<file path="src/rtl/ivc_pkg.sv">
package ivc_pkg;
  localparam int DATA_W = 16;
  localparam int ADDR_W = 6;
  localparam logic [ADDR_W-1:0] A_CTRL = 6'd0;
  localparam logic [ADDR_W-1:0] A_CPU  = 6'd1;
  localparam logic [ADDR_W-1:0] A_RES  = 6'd2;
  localparam logic [ADDR_W-1:0] A_FLAG = 6'd8;
  localparam logic [ADDR_W-1:0] A_EN   = 6'd12;
  localparam logic [ADDR_W-1:0] A_PRIO = 6'd16;

  typedef struct packed {
    logic [6:0] vec;
    logic [3:0] lvl;
  } win_t;
endpackage

</file>
<file path="src/rtl/ivc_arb.sv">
module ivc_arb
  import ivc_pkg::*;
#(
  parameter int NUM_SRC  = 32,
  parameter int VEC_BASE = 8
) (
  input  logic [NUM_SRC-1:0]   flag_i,
  input  logic [NUM_SRC-1:0]   en_i,
  input  logic [3*NUM_SRC-1:0] prio_i,
  output win_t                 win_o
);
  localparam int SRC_W = $clog2(NUM_SRC);

  logic [2:0]       best_lvl;
  logic [SRC_W-1:0] best_idx;

  // descending scan with >= leaves the lowest index on ties
  always_comb begin
    best_lvl = '0;
    best_idx = '0;
    for (int i = NUM_SRC - 1; i >= 0; i--) begin
      if (flag_i[i] && en_i[i] && (prio_i[3*i +: 3] != 3'd0) &&
          (prio_i[3*i +: 3] >= best_lvl)) begin
        best_lvl = prio_i[3*i +: 3];
        best_idx = SRC_W'(i);
      end
    end
  end

  always_comb begin
    win_o.lvl = {1'b0, best_lvl};
    win_o.vec = (best_lvl == 3'd0) ? 7'd0 : 7'(VEC_BASE + int'(best_idx));
  end
endmodule

</file>
<file path="src/rtl/ivc_regs.sv">
module ivc_regs
  import ivc_pkg::*;
#(
  parameter int NUM_SRC = 32
) (
  input  logic                 clk_i,
  input  logic                 rst_ni,
  input  logic [NUM_SRC-1:0]   src_i,
  input  logic                 we_i,
  input  logic [ADDR_W-1:0]    addr_i,
  input  logic [DATA_W-1:0]    wdata_i,
  output logic [DATA_W-1:0]    rdata_o,
  input  win_t                 res_i,
  input  logic                 trap_i,
  input  logic                 ack_fire_i,
  input  logic [2:0]           ack_lvl_i,
  output logic [NUM_SRC-1:0]   flag_o,
  output logic [NUM_SRC-1:0]   en_o,
  output logic [3*NUM_SRC-1:0] prio_o,
  output logic                 nest_off_o,
  output logic [2:0]           ipl_o
);
  localparam int NREG  = NUM_SRC / 16;
  localparam int NPRIO = NUM_SRC / 4;

  logic [NUM_SRC-1:0] flag_q;
  logic [NUM_SRC-1:0] en_q;
  logic [2:0]         prio_q [NUM_SRC];
  logic               nest_off_q;
  logic [2:0]         ipl_q;

  for (genvar k = 0; k < NUM_SRC; k++) begin : g_src
    localparam logic [ADDR_W-1:0] FA = ADDR_W'(int'(A_FLAG) + k / 16);
    localparam logic [ADDR_W-1:0] PA = ADDR_W'(int'(A_PRIO) + k / 4);
    logic clr;
    assign clr = we_i && (addr_i == FA) && wdata_i[k % 16];

    // set beats clear
    always_ff @(posedge clk_i or negedge rst_ni) begin
      if (!rst_ni) flag_q[k] <= 1'b0;
      else         flag_q[k] <= src_i[k] | (flag_q[k] & ~clr);
    end

    always_ff @(posedge clk_i or negedge rst_ni) begin
      if (!rst_ni)                    prio_q[k] <= 3'd0;
      else if (we_i && addr_i == PA)  prio_q[k] <= wdata_i[4*(k%4) +: 3];
    end

    assign prio_o[3*k +: 3] = prio_q[k];
  end

  for (genvar r = 0; r < NREG; r++) begin : g_en
    localparam logic [ADDR_W-1:0] EA = ADDR_W'(int'(A_EN) + r);
    always_ff @(posedge clk_i or negedge rst_ni) begin
      if (!rst_ni)                   en_q[16*r +: 16] <= '0;
      else if (we_i && addr_i == EA) en_q[16*r +: 16] <= wdata_i;
    end
  end

  always_ff @(posedge clk_i or negedge rst_ni) begin
    if (!rst_ni)                       nest_off_q <= 1'b0;
    else if (we_i && addr_i == A_CTRL) nest_off_q <= wdata_i[0];
  end

  // acknowledge outranks a software write in the same cycle
  always_ff @(posedge clk_i or negedge rst_ni) begin
    if (!rst_ni)                      ipl_q <= 3'd0;
    else if (ack_fire_i)              ipl_q <= nest_off_q ? 3'd7 : ack_lvl_i;
    else if (we_i && addr_i == A_CPU) ipl_q <= wdata_i[2:0];
  end

  always_comb begin
    rdata_o = '0;
    if (addr_i == A_CTRL) rdata_o[0] = nest_off_q;
    if (addr_i == A_CPU)  rdata_o[3:0] = {trap_i, ipl_q};
    if (addr_i == A_RES)  rdata_o = {4'd0, res_i.lvl, 1'b0, res_i.vec};
    for (int r = 0; r < NREG; r++) begin
      if (addr_i == ADDR_W'(int'(A_FLAG) + r)) rdata_o = flag_q[16*r +: 16];
      if (addr_i == ADDR_W'(int'(A_EN) + r))   rdata_o = en_q[16*r +: 16];
    end
    for (int p = 0; p < NPRIO; p++) begin
      if (addr_i == ADDR_W'(int'(A_PRIO) + p)) begin
        for (int n = 0; n < 4; n++) rdata_o[4*n +: 3] = prio_q[4*p + n];
      end
    end
  end

  assign flag_o     = flag_q;
  assign en_o       = en_q;
  assign nest_off_o = nest_off_q;
  assign ipl_o      = ipl_q;
endmodule

</file>
<file path="src/rtl/ivc_top.sv">
module ivc_top
  import ivc_pkg::*;
#(
  parameter int NUM_SRC  = 32,
  parameter int VEC_BASE = 8
) (
  input  logic                clk_i,
  input  logic                rst_ni,
  input  logic [NUM_SRC-1:0]  src_i,
  input  logic                we_i,
  input  logic [5:0]          addr_i,
  input  logic [15:0]         wdata_i,
  output logic [15:0]         rdata_o,
  input  logic                trap_i,
  input  logic                ack_i,
  output logic                irq_o,
  output logic [6:0]          vec_o,
  output logic [3:0]          lvl_o,
  output logic [3:0]          cpu_lvl_o
);
  logic [NUM_SRC-1:0]   flag_w;
  logic [NUM_SRC-1:0]   en_w;
  logic [3*NUM_SRC-1:0] prio_w;
  logic                 nest_off_w;
  logic [2:0]           ipl_w;
  logic                 ack_fire;
  win_t                 win_d, res_q;

  ivc_regs #(.NUM_SRC(NUM_SRC)) u_regs (
    .clk_i      (clk_i),
    .rst_ni     (rst_ni),
    .src_i      (src_i),
    .we_i       (we_i),
    .addr_i     (addr_i),
    .wdata_i    (wdata_i),
    .rdata_o    (rdata_o),
    .res_i      (res_q),
    .trap_i     (trap_i),
    .ack_fire_i (ack_fire),
    .ack_lvl_i  (res_q.lvl[2:0]),
    .flag_o     (flag_w),
    .en_o       (en_w),
    .prio_o     (prio_w),
    .nest_off_o (nest_off_w),
    .ipl_o      (ipl_w)
  );

  ivc_arb #(.NUM_SRC(NUM_SRC), .VEC_BASE(VEC_BASE)) u_arb (
    .flag_i (flag_w),
    .en_i   (en_w),
    .prio_i (prio_w),
    .win_o  (win_d)
  );

  always_ff @(posedge clk_i or negedge rst_ni) begin
    if (!rst_ni) res_q <= '0;
    else         res_q <= win_d;
  end

  assign cpu_lvl_o = {trap_i, ipl_w};
  assign irq_o     = res_q.lvl > cpu_lvl_o;
  assign ack_fire  = ack_i & irq_o;
  assign vec_o     = res_q.vec;
  assign lvl_o     = res_q.lvl;
endmodule


</file>
<file path="config.mk">
export PLATFORM = sky130hd
export DESIGN_NAME = ivc_top
export DESIGN_NICKNAME = d
export VERILOG_FILES = /design/src/rtl/ivc_pkg.sv /design/src/rtl/ivc_arb.sv /design/src/rtl/ivc_regs.sv /design/src/rtl/ivc_top.sv
export SDC_FILE = /design/constraint.sdc
export NUM_CORES = 1
export LEC_CHECK = 0
export BUFFER_PORTS_ARGS = -buffer_cell sky130_fd_sc_hd__buf_2
export CAP_MARGIN = 40
export CORE_MARGIN = 3
export CORE_UTILIZATION = 45
export CTS_BUF_LIST = sky130_fd_sc_hd__clkbuf_16
export CTS_CLUSTER_SIZE = 20
export DETAILED_ROUTE_END_ITERATION = 12
export GPL_TIMING_DRIVEN = 0
export PLACE_DENSITY_LB_ADDON = 0.25
export SYNTH_ARGS = -nofsm -noshare
export SYNTH_HDL_FRONTEND = slang
export SYNTH_SLANG_ARGS = --single-unit
</file>
<file path="constraint.sdc">
create_clock -name clk_i -period 60.4 [get_ports clk_i]
set_input_delay 9.06 -clock clk_i [delete_from_list [all_inputs] [get_ports clk_i]]
set_output_delay 9.06 -clock clk_i [all_outputs]
set_load 0.02 [all_outputs]
</file>
# --- Word level (Yosys, flattened, before mapping) ---
# Cells that the tools add are included.
word_totals:
  wordCells: 499
  register_bits: 174
  inputBits: 59
  out_inout_bits: 32
op_classes:
  n_addsub: 1
  muxes: 107
  n_bitwise: 97
  n_eq_ne: 14
  order_cmp: 33
  n_reduce_logical: 177
op_table:
  columns: ["cell", "n"]
  rows:
  - ["$mux 3", 67]
  - ["$mux 5", 32]
  - ["$logic_and 1x1->1", 142]
  - ["$reduce_bool 3->1", 32]
  - ["$ge 3x3->1", 31]
  - ["$mux 16", 4]
  - ["$eq 6x5->1 const B", 8]
  - ["$and 1x1->1", 33]
  - ["$not 1->1", 32]
  - ["$or 1x1->1", 32]
  - ["$eq 6x4->1 const B", 4]
  - ["$mux 11", 1]
  - ["$mux 7", 1]
  - ["$add 4x5->6 const A", 1]
  - ["$eq 6x1->1 const B", 1]
  - ["$eq 6x2->1 const B", 1]
  - ["$logic_not 6->1", 1]
  - ["$gt 3x4->1", 1]
  - ["$mux 4", 1]
  - ["$ge 3x1->1 const B", 1]
  - ["$logic_not 3->1", 1]
  - ["$reduce_bool 2->1", 1]
  - ["$mux 1", 1]

# --- Longest topological paths before layout ---
depth:
  word_depth: 99
  ltp_mapped: 242
  mapped_depth_nobuf: 241

# --- By module ---
# Synthesis repeated with hierarchy kept, for this count alone.
hier_totals:
  cells_unflattened: 1526
  area_unflattened_um2: 13969.6
modules_own_cells:
  columns: ["module", "instances", "seq_area_each_um2", "area_per_inst_um2", "cells_each"]
  rows:
  - ["ivc_regs", 1, 4103.9, 7927.6, 642]
  - ["ivc_arb", 1, 0.0, 5639.2, 857]
  - ["ivc_top", 1, 275.3, 402.9, 27]

# --- Least setup slack after synthesis ---
# No wires, ideal clock.
synth_timing:
  kind: "register to register"
  start: "register u_regs.flag_q[31] (netlist: u_regs.flag_o[31])"
  end: "register res_q (netlist bit vec_o[4])"
  period_less_slack_ps: 41962
  t_required_ps: 60258
  path_buffers: 1
  setup_ps: 142
  slack_ps: 18438
  stages_incl_launch_ff: 233
  t_arrival_ps: 41820
  cell_sequence: "dfrtp_1 and3_1 ha_1 nor2b_1 o21a_1 o31ai_1 nand2_1 ha_1 nand2b_1 a31o_2 a22oi_4 nor2_1 a31oi_1 ha_1 nand2b_1 maj3_1 a21oi_1 nor2b_1 [... 197 more ...] ha_1 nand2b_1 a21oi_1 nor2b_1 o21a_1 a22o_1 a21oi_2 inv_1 ha_1 nand2b_1 a21oi_1 nor2b_1 o21ai_0 nand2_1 or3_4 nor4_4 ha_1 a21boi_1"
synth_lines:
  columns: ["item", "line_no", "text"]
  rows:
  - ["start, declared", "ivc_regs.sv:26", "logic [NUM_SRC-1:0] flag_q;"]
  - ["start signal, assigned by index", "ivc_regs.sv:41", "else flag_q[k] <= src_i[k] | (flag_q[k] & ~clr);"]
  - ["end signal, assigned", "ivc_top.sv:57", "else res_q <= win_d;"]
  - ["end, declared", "ivc_top.sv:27", "win_t win_d, res_q;"]

==> run_results.csv <==
group,metric,value,unit
placement,hpwl,37640,um
clocking,htreeDepth,4,
logic_synthesis,ys_seq_elements,173,
global_route,grt_pass1_wl,72790,um
logic_synthesis,ys_seq_area_frac,0.3295,
logic_synthesis,synthArstFlopShare,1.000,
sta,drv_slew,0,
clocking,postCtsSetupBuffers,0,
setup_path,crit_buf_inv,9,
logic_synthesis,synth_top_cell_area_share,0.3295,
global_route,grt_max_degree,123,
power_and_ir_drop,netSwitchingFraction,0.4241,
setup_path,path_delay_family,"compound AO/OA/AOI/OAI gates",
power_and_ir_drop,p_comb_frac,0.462,
setup_path,startpoint_type,"flip-flop",
routing,drt-initial-drc-count,1429,
global_route,grt_use_total,0.3066,
global_route,antenna_found_initial,3,
cells_and_area,final_core_util,0.5229,
cells_and_area,final_cell_mix,"dfrtp_1, nand2_1, mux2_2, nor2_1, buf_2",
floorplan,core_area,28240,sq um
clocking,clock_latency,0.44,ns
setup_path,slowest_delay,0.45,ns
setup_path,critPathMaxFanout,7,
cells_and_area,final_area,14770,sq um
logic_synthesis,syn_area,13140,sq um
logic_synthesis,syn_avg_cell_area,8.884,sq um
routing,ant_nets,0,
sta,slew_headroom,0.3981,
routing,drt_first_pass_iters,8,
cells_and_area,fillers,2709,
sta,worst_clock_skew,0.01071,ns
sta,finalHoldViolCount,0,
logic_synthesis,yosys.area.top_type,"dfrtp_1",
sta,finalSetupViolCount,0,
floorplan,die_h,176.9,um
routing,post_drt_wl_per_cell,24.17,um
clocking,clk_path_buf_depth,2,
setup_path,critical_path_class,"flip-flop to flip-flop",
logic_synthesis,ys_types,102,
logic_synthesis,synth.area.top_cells,"dfrtp_1, mux2_2, nand2_1",
placement,gp_congestion,0.9981,
hold_path,hp-class,"flip-flop to flip-flop",
routing,wl_met3,3411,um
cells_and_area,layout.nets,1698,
power_and_ir_drop,p_sw,212.8,uW
logic_synthesis,synthCells,1479,
power_and_ir_drop,p_per_area,33.99,nW/um^2
clocking,cts_root_buffer,"clkbuf_16",
placement,port_buffers,86,
sta,tightest_slew,0.9029,ns
setup_path,required,60.70,ns
power_and_ir_drop,power_frac_clock,0.224,
sta,hold_ws,0.5156,ns
floorplan,rows,61,
setup_path,crit_slowest_cell,"dfrtp_1",
routing,vias,12690,
routing,wl,48030,um
cells_and_area,syn2layout_area_growth,12.39,%
routing,via_per_inst,6.387,
flow_run,maxCapViolations,0,
floorplan,design.die.area,31280,sq um
power_and_ir_drop,p_int,289.0,uW
logic_synthesis,synth_edf_count,0,
clocking,cts_tree,"yes",
placement,dpl-instance-area,14180,sq um
run_status,status,"finished, final reports clean",
clocking,cts_hold_buf,0,
setup_path,timing.critical_path.mode_cell,"ha_1",
clocking,numClockSinks,173,
power_and_ir_drop,p_leak,6.389,nW
routing,routed-wl-met2,22790,um
sta,clock.fmax,21.01,MHz
clocking,numCtsBuffers,17,
setup_path,cp.arrival,47.90,ns
power_and_ir_drop,ir_drop,20.01,uV
routing,top_layer,"met5",
power_and_ir_drop,p_seq_frac,0.314,
logic_synthesis,ys.flop_type,"dfrtp_1",
routing,routedLengthMet1,20060,um
sta,fin_crit,47.61,ns
global_route,gr-total-overflow,0,
logic_synthesis,yosysWarnings,0,
routing,drcViolationCount,0,
sta,rsz0062_at_grt,"false",
floorplan,die_w,176.9,um
cells_and_area,drive_gt1_frac,0.2027,
sta,setup_tns,0,ns
cells_and_area,final_common_cell,"dfrtp_1",
floorplan,io_pins,91,
sta,fin_crit_sh,0.7882,
setup_path,worst_setup_path_end_kind,"flip-flop",
clocking,cts_resized,0,
floorplan,start_util,0.4653,
clocking,clk_pin_slew,0.07,ns
global_route,grt_pass1_vias,11960,
power groups by stage:
stage	Clock, mW	Sequential [mW]	Combinational [mW]
after floorplan	0	0.151	0.165
after detailed placement	0	0.158	0.228
after CTS	0.114	0.156	0.229
after global placement	0	0.158	0.222
final	0.112	0.158	0.232
after global routing	0.118	0.159	0.257
cell usage after synthesis (all sizes together), types with 8 or more instances:
master / count
clkbuf: 54
a22o: 9
a31oi: 20
ha: 43
nand2b: 30
nand2: 146
a21oi: 85
a21o: 43
nor2: 105
buf: 15
maj3: 9
o21ai: 94
dfrtp: 173
a22oi: 40
o22ai: 13
a221oi: 9
nor3: 27
o21a: 14
nand4: 14
nor2b: 15
mux2: 140
inv: 67
a211oi: 23
o211ai: 27
and3: 26
or2: 8
nand3: 58
and2: 27
mux2i: 15
metal layers:
metal | up-vias | GRT usage
li1 | 5795 | -
met1 | 6225 | 0.4118
met2 | 563 | 0.5056
met3 | 106 | 0.04076
met4 | 2 | 0.1165
met5 | - | 0
cell type report:
type	instances	area (sq um)	share of cell area
well taps	378	473.0	0.03203
diodes	1	2.502	0.0001695
clock buffers	17	425.4	0.02881
clock inverters	14	157.7	0.01068
multi-input cells	1171	8285	0.5611
flip-flops and latches	173	4329	0.2932
repair buffers	97	565.5	0.03830
inverters	67	251.5	0.01703
plain buffers	69	276.5	0.01873
final timing paths:
path | start | to | depth (start not counted) | slack (ns)
hold reg to reg | u_regs.prio_o[33] | u_regs.prio_o[33] | 1 | 0.52
max in group asynchronous | rst_ni | u_regs.en_o[22] | 2 | 50.90
min in group asynchronous | rst_ni | u_regs.prio_o[5] | 1 | 8.50
setup / recovery | u_regs.flag_o[31] | vec_o[4] | 232 | 12.79
setup reg to reg | u_regs.flag_o[31] | vec_o[4] | 232 | 12.79
hold / removal | u_regs.prio_o[33] | u_regs.prio_o[33] | 1 | 0.52
stage by stage:
stage	power (mW)	setup WS (ns)	instances
global route	0.5340	8.693	1987
detailed placement	0.3865	13.33	1955
floorplan	0.3165	18.44	1480
CTS	0.4992	13.12	1986
global placement	0.3800	13.32	1944
finish	0.5019	12.79	1987
worst register-to-register path: cells and delay by family (launching register included):
family | cells | cell delay (ns)
mux | 11 | 3.82
compound gates | 93 | 19.80
flops | 1 | 0.45
simple gates | 82 | 12.36
buf+inv | 9 | 0.94
fa+ha+maj | 37 | 10.13
logic make-up after synthesis:
logic type                 count (synthesis)  synth area share
and+or+nand+nor                          481            0.1790
AOI/OAI and AO/OA                        478            0.2662
DFF                                      173            0.3295
muxes                                    158            0.1368
buffers and inverters                    136           0.04019
adders and majority gates                 52           0.04800
other                                      1         0.0002854
state kept, by name, summed over array words and instances (netlist names):
signal,flops
u_regs.flag_o,32
u_regs.en_o,32
vec_o,6
u_regs.nest_off_o,1
lvl_o,3
u_regs.ipl_o,3
u_regs.prio_o,96
No activity file was read; power rests on OpenSTA's default activity.
